## config.mk

```make
export PLATFORM = sky130hd
export DESIGN_NAME = ext_bus_seq
export DESIGN_NICKNAME = d
export VERILOG_FILES = /design/src/rtl/ebs_pkg.sv /design/src/rtl/ebs_timing.sv /design/src/rtl/ebs_slot_ctrl.sv /design/src/rtl/ebs_pin_mux.sv /design/src/rtl/ext_bus_seq.sv
export SDC_FILE = /design/constraint.sdc
export NUM_CORES = 1
export LEC_CHECK = 0
export ABC_AREA = 1
export ABC_CLOCK_PERIOD_IN_PS = 2150
export BUFFER_PORTS_ARGS = -buffer_cell sky130_fd_sc_hd__buf_2
export CORE_MARGIN = 3
export CORE_UTILIZATION = 51
export DETAILED_ROUTE_END_ITERATION = 16
export PLACE_DENSITY = 0.8
export SETUP_SLACK_MARGIN = 0.3
export SLEW_MARGIN = 40
export SYNTH_ARGS = -nofsm -noshare
export SYNTH_HDL_FRONTEND = slang
export SYNTH_SLANG_ARGS = --single-unit
export TNS_END_PERCENT = 5
```

## constraint.sdc

```tcl
create_clock -name clk_i -period 2.15 [get_ports clk_i]
set_input_delay 0.43 -clock clk_i [delete_from_list [all_inputs] [get_ports clk_i]]
set_output_delay 0.43 -clock clk_i [all_outputs]
set_load 0.005 [all_outputs]
```

## src/rtl/ebs_pkg.sv

```systemverilog
`timescale 1ns/1ps
package ebs_pkg;
  localparam int unsigned ADDR_W = 16;
  localparam int unsigned DATA_W = 8;

  typedef struct packed {
    logic              we;
    logic              wide;
    logic [ADDR_W-1:0] addr;
    logic [DATA_W-1:0] wdata;
  } dacc_t;
endpackage

```

## src/rtl/ebs_timing.sv

```systemverilog
`timescale 1ns/1ps
module ebs_timing #(
  parameter int unsigned STATES = 6,
  parameter int unsigned PHASES = 2,
  localparam int unsigned CYC = STATES * PHASES,
  localparam int unsigned HALF = CYC / 2,
  localparam int unsigned CW = $clog2(CYC),
  localparam int unsigned SW = $clog2(STATES),
  localparam int unsigned PW = (PHASES > 1) ? $clog2(PHASES) : 1
) (
  input  logic          clk_i,
  input  logic          rst_ni,
  output logic [CW-1:0] cnt_o,
  output logic [CW-1:0] pos_o,
  output logic          upper_o,
  output logic          cyc_last_o,
  output logic          half_last_o,
  output logic [SW-1:0] state_o,
  output logic [PW-1:0] phase_o
);
  localparam logic [CW-1:0] LAST = CW'(CYC - 1);
  localparam logic [CW-1:0] HLEN = CW'(HALF);

  logic [CW-1:0] cnt_q;

  // reset parks on the last clock so the first edge after release samples requests
  always_ff @(posedge clk_i or negedge rst_ni) begin
    if (!rst_ni)             cnt_q <= LAST;
    else if (cnt_q == LAST)  cnt_q <= '0;
    else                     cnt_q <= cnt_q + CW'(1);
  end

  assign cnt_o       = cnt_q;
  assign upper_o     = (cnt_q >= HLEN);
  assign pos_o       = upper_o ? (cnt_q - HLEN) : cnt_q;
  assign cyc_last_o  = (cnt_q == LAST);
  assign half_last_o = (pos_o == HLEN - CW'(1));
  assign state_o     = SW'(cnt_q / CW'(PHASES));
  assign phase_o     = PW'(cnt_q % CW'(PHASES));

  p_cnt_wrap_r1: assert property (@(posedge clk_i) disable iff (!rst_ni)
    (cnt_q == LAST) |=> (cnt_q == '0));
  p_cnt_step_r1: assert property (@(posedge clk_i) disable iff (!rst_ni)
    (cnt_q != LAST) |=> (cnt_q == $past(cnt_q) + CW'(1)));
  p_cnt_range_r1: assert property (@(posedge clk_i) disable iff (!rst_ni)
    cnt_q <= LAST);
endmodule

```

## src/rtl/ebs_slot_ctrl.sv

```systemverilog
`timescale 1ns/1ps
module ebs_slot_ctrl
  import ebs_pkg::*;
(
  input  logic              clk_i,
  input  logic              rst_ni,
  input  logic              cyc_last_i,
  input  logic              half_last_i,
  input  logic              fetch_req_i,
  input  logic [ADDR_W-1:0] fetch_addr_i,
  input  logic              dacc_req_i,
  input  dacc_t             dacc_i,
  output logic              data_cyc_o,
  output dacc_t             dacc_o,
  output logic              fetch_act_o,
  output logic [ADDR_W-1:0] fetch_addr_o
);
  logic              data_cyc_q;
  dacc_t             dacc_q;
  logic              fetch_act_q;
  logic [ADDR_W-1:0] fetch_addr_q;

  always_ff @(posedge clk_i or negedge rst_ni) begin
    if (!rst_ni) begin
      data_cyc_q   <= 1'b0;
      dacc_q       <= '0;
      fetch_act_q  <= 1'b0;
      fetch_addr_q <= '0;
    end else if (cyc_last_i) begin
      data_cyc_q   <= dacc_req_i;
      if (dacc_req_i) dacc_q <= dacc_i;
      fetch_act_q  <= fetch_req_i && !dacc_req_i;
      fetch_addr_q <= fetch_addr_i;
    end else if (half_last_i) begin
      // a data cycle owns both halves: mid-cycle fetch requests are dropped
      fetch_act_q  <= fetch_req_i && !data_cyc_q;
      fetch_addr_q <= fetch_addr_i;
    end
  end

  assign data_cyc_o   = data_cyc_q;
  assign dacc_o       = dacc_q;
  assign fetch_act_o  = fetch_act_q;
  assign fetch_addr_o = fetch_addr_q;

  p_data_hold_r10: assert property (@(posedge clk_i) disable iff (!rst_ni)
    !cyc_last_i |=> $stable(data_cyc_q));
  p_data_excl_r5: assert property (@(posedge clk_i) disable iff (!rst_ni)
    data_cyc_q |-> !fetch_act_q);
endmodule

```

## src/rtl/ebs_pin_mux.sv

```systemverilog
`timescale 1ns/1ps
module ebs_pin_mux
  import ebs_pkg::*;
#(
  parameter int unsigned STATES = 6,
  parameter int unsigned PHASES = 2,
  localparam int unsigned CYC = STATES * PHASES,
  localparam int unsigned HALF = CYC / 2,
  localparam int unsigned CW = $clog2(CYC)
) (
  input  logic              clk_i,
  input  logic              rst_ni,
  input  logic [CW-1:0]     cnt_i,
  input  logic [CW-1:0]     pos_i,
  input  logic              upper_i,
  input  logic              data_cyc_i,
  input  dacc_t             dacc_i,
  input  logic              fetch_act_i,
  input  logic [ADDR_W-1:0] fetch_addr_i,
  input  logic [DATA_W-1:0] p2_latch_i,
  input  logic [DATA_W-1:0] p0_i,
  output logic              ale_o,
  output logic              psen_no,
  output logic              rd_no,
  output logic              wr_no,
  output logic [DATA_W-1:0] p0_o,
  output logic              p0_oe_o,
  output logic [DATA_W-1:0] p2_o,
  output logic [DATA_W-1:0] fetch_data_o,
  output logic              fetch_valid_o,
  output logic [DATA_W-1:0] dacc_rdata_o,
  output logic              dacc_valid_o
);
  localparam logic [CW-1:0] ALE_END    = CW'(PHASES);
  localparam logic [CW-1:0] ADDR_LAST  = CW'(PHASES);
  localparam logic [CW-1:0] FSTB_FIRST = CW'(HALF / 2);
  localparam logic [CW-1:0] FSTB_LAST  = CW'(HALF - 2);
  localparam logic [CW-1:0] DSTB_FIRST = CW'(HALF / 2);
  localparam logic [CW-1:0] DSTB_LAST  = CW'(CYC - 2);

  logic f_win, d_win, d_addr_ph;

  assign f_win     = fetch_act_i && (pos_i >= FSTB_FIRST) && (pos_i <= FSTB_LAST);
  assign d_win     = data_cyc_i && (cnt_i >= DSTB_FIRST) && (cnt_i <= DSTB_LAST);
  assign d_addr_ph = (cnt_i <= ADDR_LAST);

  always_comb begin
    ale_o   = (pos_i < ALE_END) && !(data_cyc_i && upper_i);
    psen_no = !f_win;
    rd_no   = !(d_win && !dacc_i.we);
    wr_no   = !(d_win && dacc_i.we);
    p0_oe_o = 1'b0;
    p0_o    = '1;
    p2_o    = p2_latch_i;
    if (fetch_act_i) begin
      p0_oe_o = (pos_i <= ADDR_LAST);
      p0_o    = fetch_addr_i[DATA_W-1:0];
      p2_o    = fetch_addr_i[ADDR_W-1 -: DATA_W];
    end else if (data_cyc_i) begin
      p0_oe_o = d_addr_ph || dacc_i.we;
      p0_o    = d_addr_ph ? dacc_i.addr[DATA_W-1:0] : dacc_i.wdata;
      if (dacc_i.wide) p2_o = dacc_i.addr[ADDR_W-1 -: DATA_W];
    end
  end

  // capture just before the strobe rises
  always_ff @(posedge clk_i or negedge rst_ni) begin
    if (!rst_ni) begin
      fetch_data_o  <= '0;
      fetch_valid_o <= 1'b0;
      dacc_rdata_o  <= '0;
      dacc_valid_o  <= 1'b0;
    end else begin
      fetch_valid_o <= fetch_act_i && (pos_i == FSTB_LAST);
      if (fetch_act_i && (pos_i == FSTB_LAST)) fetch_data_o <= p0_i;
      dacc_valid_o  <= data_cyc_i && !dacc_i.we && (cnt_i == DSTB_LAST);
      if (data_cyc_i && !dacc_i.we && (cnt_i == DSTB_LAST)) dacc_rdata_o <= p0_i;
    end
  end

  p_one_strobe_r12: assert property (@(posedge clk_i) disable iff (!rst_ni)
    $countones({!psen_no, !rd_no, !wr_no}) <= 1);
  p_ale_skip_r3: assert property (@(posedge clk_i) disable iff (!rst_ni)
    (data_cyc_i && upper_i) |-> !ale_o);
  p_psen_quiet_r5: assert property (@(posedge clk_i) disable iff (!rst_ni)
    data_cyc_i |-> psen_no);
  p_ale_addr_r6: assert property (@(posedge clk_i) disable iff (!rst_ni)
    (ale_o && (fetch_act_i || data_cyc_i)) |-> p0_oe_o);
  p_fvalid_r6: assert property (@(posedge clk_i) disable iff (!rst_ni)
    fetch_valid_o |-> $past(!psen_no));
  p_rd_release_r8: assert property (@(posedge clk_i) disable iff (!rst_ni)
    !rd_no |-> !p0_oe_o);
  p_wr_drive_r9: assert property (@(posedge clk_i) disable iff (!rst_ni)
    !wr_no |-> p0_oe_o);
endmodule

```

## src/rtl/ext_bus_seq.sv

```systemverilog
`timescale 1ns/1ps
module ext_bus_seq
  import ebs_pkg::*;
#(
  parameter int unsigned STATES = 6,
  parameter int unsigned PHASES = 2,
  localparam int unsigned CW = $clog2(STATES * PHASES),
  localparam int unsigned SW = $clog2(STATES),
  localparam int unsigned PW = (PHASES > 1) ? $clog2(PHASES) : 1
) (
  input  logic              clk_i,
  input  logic              rst_ni,
  input  logic              fetch_req_i,
  input  logic [ADDR_W-1:0] fetch_addr_i,
  input  logic              dacc_req_i,
  input  logic              dacc_we_i,
  input  logic              dacc_wide_i,
  input  logic [ADDR_W-1:0] dacc_addr_i,
  input  logic [DATA_W-1:0] dacc_wdata_i,
  input  logic [DATA_W-1:0] p2_latch_i,
  input  logic [DATA_W-1:0] p0_i,
  output logic [SW-1:0]     state_o,
  output logic [PW-1:0]     phase_o,
  output logic [DATA_W-1:0] fetch_data_o,
  output logic              fetch_valid_o,
  output logic [DATA_W-1:0] dacc_rdata_o,
  output logic              dacc_valid_o,
  output logic              ale_o,
  output logic              psen_no,
  output logic              rd_no,
  output logic              wr_no,
  output logic [DATA_W-1:0] p0_o,
  output logic              p0_oe_o,
  output logic [DATA_W-1:0] p2_o
);
  logic [CW-1:0]     cnt, pos;
  logic              upper, cyc_last, half_last;
  logic              data_cyc, fetch_act;
  logic [ADDR_W-1:0] fetch_addr;
  dacc_t             dacc_in, dacc_cur;

  assign dacc_in = '{we: dacc_we_i, wide: dacc_wide_i, addr: dacc_addr_i, wdata: dacc_wdata_i};

  ebs_timing #(.STATES(STATES), .PHASES(PHASES)) u_timing (
    .clk_i, .rst_ni,
    .cnt_o(cnt), .pos_o(pos), .upper_o(upper),
    .cyc_last_o(cyc_last), .half_last_o(half_last),
    .state_o, .phase_o
  );

  ebs_slot_ctrl u_slot (
    .clk_i, .rst_ni,
    .cyc_last_i(cyc_last), .half_last_i(half_last),
    .fetch_req_i, .fetch_addr_i,
    .dacc_req_i, .dacc_i(dacc_in),
    .data_cyc_o(data_cyc), .dacc_o(dacc_cur),
    .fetch_act_o(fetch_act), .fetch_addr_o(fetch_addr)
  );

  ebs_pin_mux #(.STATES(STATES), .PHASES(PHASES)) u_pins (
    .clk_i, .rst_ni,
    .cnt_i(cnt), .pos_i(pos), .upper_i(upper),
    .data_cyc_i(data_cyc), .dacc_i(dacc_cur),
    .fetch_act_i(fetch_act), .fetch_addr_i(fetch_addr),
    .p2_latch_i, .p0_i,
    .ale_o, .psen_no, .rd_no, .wr_no, .p0_o, .p0_oe_o, .p2_o,
    .fetch_data_o, .fetch_valid_o, .dacc_rdata_o, .dacc_valid_o
  );
endmodule

```

==> flow_summary.yaml <==
worst_setup_path:
  reg2regPathDepth: 10
  worst_setup_path_end_kind: "output port"
  cp.required_ns: 1.72
  regToRegStartpoint: "u_timing.cnt_o[1]$_DFF_PN1_"
  crit_fanout: 6
  arrival_ns: 1.89
  crit_path_start_kind: "flop"
  crit_type: "flop to output port"
  crit_start: "u_timing.cnt_o[1]$_DFF_PN1_"
global_route:
  grt_usage_pct: 23.9
  grt_pass1_wl_um: 13800
  overflow: 0
  grt_pass1_vias: 2983
  grt_antenna_before_repair: 0
  grt_max_degree: 44
place:
  dp_hpwl_um: 5780
  port_buffers: 104
  gp_congestion: 1.01
  dpl_cell_area_um2: 3880
drt:
  wirelength_um: 8370
  top_layer: "met4"
  met2RoutedLength_um: 4080
  drc: 0
  antenna_left: 0
  drt-met1-wl_um: 3660
  drtIter0Drc: 184
  dr.pass1.iters: 4
  vias: 3010
  wl_met3_um: 508
  viasPerCell: 5.18
  wl_per_cell_um: 14.4
power:
  clockPowerShare_pct: 36.7
  power_density_nw_per_um2: 636
  seqPwrFrac_pct: 50.6
  cellInternalPower_mw: 2.07
  leakagePower_nw: 2.26
  power_frac_comb_pct: 12.7
  net-switching-power_mw: 0.691
  swShare_pct: 25.0
  vdd_drop_max_v: 0.000429
clock_network:
  cts_buffers: 9
  cts_root_buf: "clkbuf_8"
  insertion_delay_ns: 0.34
  cts.clk_slew.worst_paths_ns: 0.07
  cts_sinks: 66
  cts_buffer_depth: 2
  cts_tree: "built"
  cts_hold_buf: 0
  htreeDepth: 3
floorplan:
  rows: 28
  core_um2: 6030
  boundaryPins: 105
  start_util_pct: 53.4
  die_area_um2: 7290
  die_width_um: 85.4
  die_h_um: 85.4
sta:
  fmax_mhz: 432
  tightest_slew_ns: 0.567
  setup_violations: 13
  min_period_over_period_pct: 108
  relSlewSlack_pct: 62.2
  min_period_ns: 2.32
  holdWs_ns: 0.0797
  rsz0062_at_grt: "true"
  fin_skew_ns: 0.00668
  finalMaxSlewViolations: 0
  final-hold-violation-count: 0
  setup_ws_ns: -0.166
finish:
  final_common_cell: "buf_2"
  drive_above_1_share_pct: 41.3
  area_delta_synth_final_pct: 35.2
  antenna_cells: 0
  final_cell_mix: "104 x buf_2, 81 x nand2_1, 61 x dfrtp_1, 42 x inv_1, 30 x o21ai_0"
  final_area_um2: 4350
  nets: 568
synthesis:
  yosysSeqAreaShare_pct: 51.5
  netlist_area_um2: 3220
  synth_cells: 381
  ys_seq_elements: 66
  synth_nets: 447
  synth.avg_cell_area_um2: 8.44
  synth-warning-count: 0
  synth_cell_type_count: 33
run_status:
  status: "complete, but fails checks"
  violations: "setup timing"
job:
  cap_violations: 0
min_path:
  hp-class: "primary input to async pin"
-- final timing paths --
path                                                      endpoint  slack (ns)
worst max-delay path                                       psen_no       -0.17
max in group asynchronous            u_slot.dacc_o[14]$_DFFE_PN0P_        1.45
min in group clk_i              u_slot.fetch_addr_o[8]$_DFFE_PN0P_        0.28
worst min-delay path            u_pins.fetch_data_o[6]$_DFFE_PN0P_        0.08
worst min register to register  u_pins.fetch_data_o[7]$_DFFE_PN0P_        0.47
worst max register to register  u_slot.fetch_addr_o[9]$_DFFE_PN0P_        0.07
-- per-stage QoR --
step | setup TNS (ns) | std cells | worst slack [ns] | util [%] | total power [mW]
finish | -1.45 | 581 | -0.166 | 72.1 | 2.76
global route | -2.72 | 581 | -0.260 | 72.1 | 2.90
CTS | -1.56 | 576 | -0.144 | 70.7 | 2.78
detailed placement | 0 | 555 | 0.0749 | 64.4 | 1.76
global placement | 0 | 555 | 0.169 | 64.4 | 1.75
floorplan | 0 | 381 | 0.287 | - | 1.56
-- state kept, by name (all words and copies together), names as in the netlist --
signal and cells:
u_pins.fetch_valid_o 1, u_slot.dacc_o 26, u_slot.data_cyc_o 1, u_slot.fetch_addr_o 16, u_slot.fetch_act_o 1, u_pins.dacc_valid_o 1, u_pins.fetch_data_o 8, u_pins.dacc_rdata_o 8
u_timing.cnt_o 4
-- cells in the mapped netlist --
cell type	number	area, µm²
ha_1	4	50.1
nand3_1	22	110
inv_1	46	173
buf_4	1	7.51
o21ai_1	1	5.00
nor2_2	1	6.26
buf_2	7	35.0
nand2_4	1	11.3
o21ai_0	39	195
a21oi_1	12	60.1
dfstp_2	3	78.8
nor2_1	20	75.1
o21bai_1	1	7.51
inv_2	2	7.51
nand2_1	109	409
a311oi_1	1	8.76
nor2_4	1	11.3
nand4_1	12	75.1
a21oi_2	1	8.76
clkbuf_1	5	18.8
buf_6	2	22.5
a211oi_1	1	7.51
mux2_2	10	113
xnor2_1	1	8.76
nand3_2	1	10.0
o211ai_1	8	60.1
nand4_2	1	12.5
nor3_4	1	16.3
a31oi_1	1	6.26
nand3_4	1	17.5
nor3_1	1	5.00
nand2_2	1	6.26
dfrtp_1	63	1580
-- power by group through the flow --
stage	clock network [mW]	registers [mW]	logic (mW)
after floorplan	0	1.41	0.150
after global placement	0	1.42	0.336
after detailed placement	0	1.42	0.344
after CTS	1.03	1.40	0.353
after global routing	1.09	1.41	0.400
final	1.02	1.40	0.350
-- layer usage --
layer,up-vias,track usage [%]
li1,1476,-
met5,-,0
met1,1423,30.6
met2,96,39.4
met4,0,9.06
met3,15,5.73
-- worst max-delay path, cell delays in order (launching register included) --
cell and delay, ns:
dfstp_2 0.64, ha_4 0.19, nand2_4 0.07, nand4_1 0.15, nand2_2 0.11, nor2_4 0.11
nand2_1 0.05, nand2_1 0.06, nand2_1 0.05, buf_2 0.12
-- area by class of cell --
type                       count  area (µm²)
fill                         488        1680
sequential                    66        1660
multi-input combinational    252        1490
timing repair buffer         125         739
inverter                      48         180
clock buffer                  12         145
tap                           75        93.8
clock inverter                 3        40.0
-- logic make-up after synthesis --
group	after synthesis	synth area share, %
XOR/XNOR	1	0.272
buffers and inverters	63	8.21
multiplexers	10	3.50
AO/OA/AOI/OAI	65	11.2
flip-flops	66	51.5
adder cells (fa/ha/maj)	4	1.56
AND/OR/NAND/NOR	172	23.8
-- what timing repair did --
action                     CTS  global route
buffers inserted             6             5
pin swaps                   13            11
setup endpoints to repair   49            57
resized for setup           46            21
hold endpoints to repair     0             0
Note: power is estimated with default switching activity, not from simulation.
